[config.mk]
export PLATFORM = sky130hd
export DESIGN_NAME = lac_arbiter
export DESIGN_NICKNAME = d
export VERILOG_FILES = /design/src/rtl/lac_pkg.sv /design/src/rtl/lac_relate.sv /design/src/rtl/lac_matrix.sv /design/src/rtl/lac_state.sv /design/src/rtl/lac_arbiter.sv
export SDC_FILE = /design/constraint.sdc
export NUM_CORES = 1
export LEC_CHECK = 0
export ABC_AREA = 0
export BUFFER_PORTS_ARGS = -buffer_cell sky130_fd_sc_hd__buf_2
export CAP_MARGIN = 5
export CELL_PAD_IN_SITES_DETAIL_PLACEMENT = 2
export CELL_PAD_IN_SITES_GLOBAL_PLACEMENT = 2
export CORE_MARGIN = 2
export CORE_UTILIZATION = 23
export CTS_CLUSTER_SIZE = 25
export DETAILED_ROUTE_END_ITERATION = 6
export PLACE_DENSITY = 0.87
export RECOVER_POWER = 25
export SLEW_MARGIN = 0
export SYNTH_ARGS = -nofsm -noshare
export SYNTH_HDL_FRONTEND = slang
export SYNTH_SLANG_ARGS = --single-unit
export TNS_END_PERCENT = 10
[constraint.sdc]
create_clock -name clk -period 1.85 [get_ports clk]
set_input_delay 0.2775 -clock clk [delete_from_list [all_inputs] [get_ports clk]]
set_output_delay 0.2775 -clock clk [all_outputs]
set_load 0.1 [all_outputs]
[src/rtl/lac_pkg.sv]
package lac_pkg;
  localparam int CLS_W   = 4;
  localparam int NUM_CLS = 1 << CLS_W;

  typedef enum logic [CLS_W-1:0] {
    CLS_STS    = 4'd0,
    CLS_INTEN  = 4'd1,
    CLS_INTVEC = 4'd2,
    CLS_INTSTS = 4'd3,
    CLS_INTCAP = 4'd4,
    CLS_ACCESS = 4'd5,
    CLS_FIFO   = 4'd6,
    CLS_CFG    = 4'd7,
    CLS_HSTART = 4'd8,
    CLS_HDATA  = 4'd9,
    CLS_HEND   = 4'd10
  } reg_cls_e;

  typedef enum logic [1:0] {
    REL_NONE  = 2'd0,
    REL_OWN   = 2'd1,
    REL_OTHER = 2'd2
  } rel_e;

  // Permission of one class for one direction and relation.
  function automatic logic permits(logic [CLS_W-1:0] c, logic wr, rel_e r, logic avail);
    logic own;
    own = (r == REL_OWN);
    case (c)
      CLS_STS:                       permits = own;
      CLS_INTEN, CLS_INTVEC, CLS_CFG,
      CLS_INTSTS:                    permits = wr ? own : 1'b1;
      CLS_INTCAP:                    permits = !wr;
      CLS_ACCESS:                    permits = 1'b1;
      CLS_FIFO:                      permits = wr ? own : (own && avail);
      CLS_HSTART:                    permits = wr && (r == REL_NONE);
      CLS_HDATA, CLS_HEND:           permits = wr && own;
      default:                       permits = 1'b0;
    endcase
  endfunction
endpackage

[src/rtl/lac_relate.sv]
module lac_relate
  import lac_pkg::*;
#(
  parameter int NUM_LOC = 5,
  parameter int LOC_W   = 3
) (
  input  logic             act_valid,
  input  logic [LOC_W-1:0] act_loc,
  input  logic [LOC_W-1:0] req_loc,
  output rel_e             rel,
  output logic             loc_ok
);
  assign loc_ok = (int'(req_loc) < NUM_LOC);

  always_comb begin
    if (!act_valid)              rel = REL_NONE;
    else if (act_loc == req_loc) rel = REL_OWN;
    else                         rel = REL_OTHER;
  end
endmodule

[src/rtl/lac_matrix.sv]
module lac_matrix
  import lac_pkg::*;
(
  input  logic             req_valid,
  input  logic [CLS_W-1:0] req_cls,
  input  logic             req_write,
  input  rel_e             rel,
  input  logic             loc_ok,
  input  logic             fifo_avail,
  output logic             perm_ok,
  output logic             done,
  output logic             abort,
  output logic             int_clr
);
  logic [NUM_CLS-1:0] perm_vec;

  for (genvar g = 0; g < NUM_CLS; g++) begin : g_cls
    assign perm_vec[g] = permits(CLS_W'(g), req_write, rel, fifo_avail);
  end

  assign perm_ok = loc_ok && perm_vec[req_cls];
  assign done    = req_valid && perm_ok;
  assign abort   = req_valid && !perm_ok;
  assign int_clr = done && req_write && (req_cls == CLS_INTSTS);
endmodule

[src/rtl/lac_state.sv]
module lac_state
  import lac_pkg::*;
#(
  parameter int LOC_W    = 3,
  parameter int HASH_LOC = 4
) (
  input  logic             clk,
  input  logic             rst_n,
  input  logic             done,
  input  logic             req_write,
  input  logic [CLS_W-1:0] req_cls,
  input  logic [LOC_W-1:0] req_loc,
  input  rel_e             rel,
  input  logic             wr_claim,
  input  logic             wr_release,
  output logic             act_valid,
  output logic [LOC_W-1:0] act_loc,
  output logic             ev_claim,
  output logic             ev_release,
  output logic             ev_hash_grab,
  output logic             ev_hash_drop
);
  logic wr_done;
  logic acc_wr;

  assign wr_done      = done && req_write;
  assign acc_wr       = wr_done && (req_cls == CLS_ACCESS);
  assign ev_hash_grab = wr_done && (req_cls == CLS_HSTART);
  assign ev_hash_drop = wr_done && (req_cls == CLS_HEND);
  assign ev_release   = acc_wr && wr_release && (rel == REL_OWN);
  assign ev_claim     = acc_wr && wr_claim && (rel == REL_NONE);

  always_ff @(posedge clk) begin
    if (!rst_n) begin
      act_valid <= 1'b0;
      act_loc   <= '0;
    end else if (ev_hash_grab) begin
      act_valid <= 1'b1;
      act_loc   <= LOC_W'(HASH_LOC);
    end else if (ev_hash_drop || ev_release) begin
      act_valid <= 1'b0;
      act_loc   <= '0;
    end else if (ev_claim) begin
      act_valid <= 1'b1;
      act_loc   <= req_loc;
    end
  end
endmodule

[src/rtl/lac_arbiter.sv]
module lac_arbiter
  import lac_pkg::*;
#(
  parameter int NUM_LOC  = 5,
  parameter int LOC_W    = 3,
  parameter int HASH_LOC = 4
) (
  input  logic             clk,
  input  logic             rst_n,
  input  logic             req_valid,
  input  logic [LOC_W-1:0] req_loc,
  input  logic [CLS_W-1:0] req_cls,
  input  logic             req_write,
  input  logic             wr_claim,
  input  logic             wr_release,
  input  logic             fifo_avail,
  output logic             done,
  output logic             abort,
  output logic             int_clr,
  output logic             act_valid,
  output logic [LOC_W-1:0] act_loc
);
  rel_e rel;
  logic loc_ok;
  logic perm_ok;
  logic ev_claim, ev_release, ev_hash_grab, ev_hash_drop;

  lac_relate #(.NUM_LOC(NUM_LOC), .LOC_W(LOC_W)) u_relate (
    .act_valid(act_valid), .act_loc(act_loc), .req_loc(req_loc),
    .rel(rel), .loc_ok(loc_ok)
  );

  lac_matrix u_matrix (
    .req_valid(req_valid), .req_cls(req_cls), .req_write(req_write),
    .rel(rel), .loc_ok(loc_ok), .fifo_avail(fifo_avail),
    .perm_ok(perm_ok), .done(done), .abort(abort), .int_clr(int_clr)
  );

  lac_state #(.LOC_W(LOC_W), .HASH_LOC(HASH_LOC)) u_state (
    .clk(clk), .rst_n(rst_n), .done(done), .req_write(req_write),
    .req_cls(req_cls), .req_loc(req_loc), .rel(rel),
    .wr_claim(wr_claim), .wr_release(wr_release),
    .act_valid(act_valid), .act_loc(act_loc),
    .ev_claim(ev_claim), .ev_release(ev_release),
    .ev_hash_grab(ev_hash_grab), .ev_hash_drop(ev_hash_drop)
  );
endmodule

==> run metrics <==
final hold vios 0; CTS tree built; core area ~1900 µm²; Synth Cell Area around 450 µm²; Power Density around 430 nW/µm²; Most used DFF post-synth dfxtp_1; normalized max-slew margin around 63%; CP Capture Type output port; arrival time worst endpoint 1.80 ns; fillers between 200 and 250; Tot Pwr about 330 µW; Post-synth EDFFs 0; Yosys top cell area share between 10% and 20%; clock sinks 4; 1st-pass router iterations 4; register area share after synthesis 17.73%; Final nets 110; CTS root buffer clkbuf_4; RSZ-0062 raised after global routing true; status complete, but fails checks; YS warnings 0; number of global-route vias before repair 692; placed inst area 735.7 µm²; Cells after Synth 59; most area-consuming cells after synthesis dfxtp_1 (18%), o21ai_0 (10%), xnor2_1 (5.8%), nand4_1 (5.5%), a211oi_4 (4.4%); post-synthesis cell type count 31; wire length per cell ~17 µm; PortBufs 20; area delta synth->final 69.53%; H-tree levels 1; asr flop ratio synth 0%; GRT Total Usage roughly a fifth; DR iter-0 viols 3; # DRC 0; RePlAce Congestion between 0.7 and 0.8; chip width between 40 and 50 µm; most common cell in the netlist o21ai_0; Initial Util roughly a quarter; WS Path Type register to output port; Final WS setup -0.2302 ns; failing checks negative setup slack; DIE HEIGHT just under 50 µm; ANT nets after route 0; die area about 2300 µm²; synthesized flop and latch total 4; routed wire length 2.046 mm; Leak around 0.00033 µW; I/O pins 21; clock-pin transition on the worst setup and hold timing paths 0.04 ns; CTS-repair resized insts 0; Detail Placement HPWL 1.526 mm; Worst-Margin Slew between 0.5 and 0.6 ns; first-pass GRT wire length 3.670 mm; Final Instance Area between 700 and 800 µm²; Peak VDD IR 0.1914 mV; final setup fails 3; minimum clock period 2.080 ns; Max Fclk about 0.48 GHz; FP Rows 16; worst-case reg-to-reg path depth 7; Place WS -0.1310 ns; hold_buf cts 0; initial antenna violation count 0; Crit path required time 1.57 ns; Final period util 112.4%; max-capacitance violation count 0; largest net degree at the start of global routing 8; syn nets between 70 and 80; clock tree buffer depth 2; syn_area_per_cell 7.656 µm²; multi-input logic area between 300 and 400 µm²; Antenna Cells 0; Yosys top cell by area dfxtp_1; Num CTS Buffers 3; clk_lat worst skew roughly 0.23 ns; Slew Limit Fails 0; synth cell count leaders o21ai_0 (9), dfxtp_1 (4), nand2_1 (4), nand4_1 (4); GRT overflow 0; layout cell share with drive strength beyond 1 54.26%; Hold Crit Class input port to register; Startpoint Class register; via count between 500 and 600; vias per cell around 5; top fanout value on the critical path 2; Sequential Area around 95 µm²; post-route clock skew slightly below 0.004 ns; worst hold stages 3
==> logic make-up (layout without fill, tap and decap cells) <==
group                     after synthesis  count (layout)  share of synthesized area (%)
AOI/OAI and AO/OA                      21              21                          32.69
xor gates and xnor gates                3               3                          5.818
buffers and inverters                   2              37                          1.663
DFF                                     4               4                          17.73
muxes                                   1               1                          2.493
and+or+nand+nor                        28              28                          39.61
==> report_power, final <==
| part | internal, µW | switching [µW] |
|---|---|---|
| clock network | 72.7 | 38.0 |
| logic | 52.9 | 76.6 |
| registers | 83.6 | 2.53 |
==> routing by layer <==
metal,wire length [µm],track usage (%),vias up
li1,-,-,293
met1,945,27.20,295
met2,1069,34.26,8
met3,31,1.235,0
met4,0,5.714,0
met5,0,0,-
==> final timing paths <==
path,startpoint,to,slack (ns)
max,u_state.act_valid$_SDFFE_PN0P_,int_clr,-0.23
min,rst_n,u_state.act_loc[2]$_SDFFE_PN0P_,0.34
max reg2reg,u_state.act_valid$_SDFFE_PN0P_,u_state.act_loc[1]$_SDFFE_PP0P_,0.14
min reg2reg,u_state.act_loc[0]$_SDFFE_PP0P_,u_state.act_loc[0]$_SDFFE_PP0P_,0.58
==> cells in the final DEF (no fill, tap or decap), types with 3 or more instances in the layout <==
master / Yosys / routed
dfxtp_4: 0 / 4
clkbuf_4: 0 / 3
buf_12: 0 / 3
o21ai_1: 3 / 3
nor2_1: 3 / 3
xnor2_1: 3 / 3
buf_4: 0 / 12
buf_2: 0 / 15
nand2_1: 4 / 4
o21ai_0: 9 / 9
nand4_1: 4 / 4
==> flip-flops by register name (all words and copies together) (netlist names) <==
name,flops
u_state.act_loc,3
u_state.act_valid,1
==> cell type report <==
type | count | share of cell area, %
well taps | 27 | 4.412
clock buffers | 3 | 2.941
inverters | 2 | 0.9804
repair buffers | 32 | 30.72
flip-flops and latches | 4 | 12.42
multi-input cells | 53 | 48.53
==> per-stage QoR <==
step / std cells / hold slack, ns / util (%) / setup TNS, ns
3_3_place_gp: 117 / 0.5038 / 38.68 / -0.08365
4_1_cts: 120 / 0.3394 / 39.87 / -0.4948
6_report: 121 / 0.3372 / 40.26 / -0.4560
2_1_floorplan: 59 / 0.3999 / - / -4.125
3_5_place_dp: 117 / 0.5583 / 38.68 / -0.1876
5_1_grt: 121 / 0.3531 / 40.26 / -0.6445
==> repair_timing <==
action / 4_1_cts / 5_1_grt
endpoints found under the hold margin: 0 / 0
endpoints found under the setup margin: 3 / 3
buffers inserted: 0 / 1
cloned: 0 / 0
pin swaps: 1 / 1
==> worst max-delay path: stages, from the launching register on <==
cell and delay (ns):
dfxtp_4 0.33, nor3b_1 0.13, a211o_1 0.22, a32o_2 0.24, a211oi_4 0.19, and4bb_4 0.28, buf_12 0.17
Note: power is estimated with default switching activity, not from simulation.
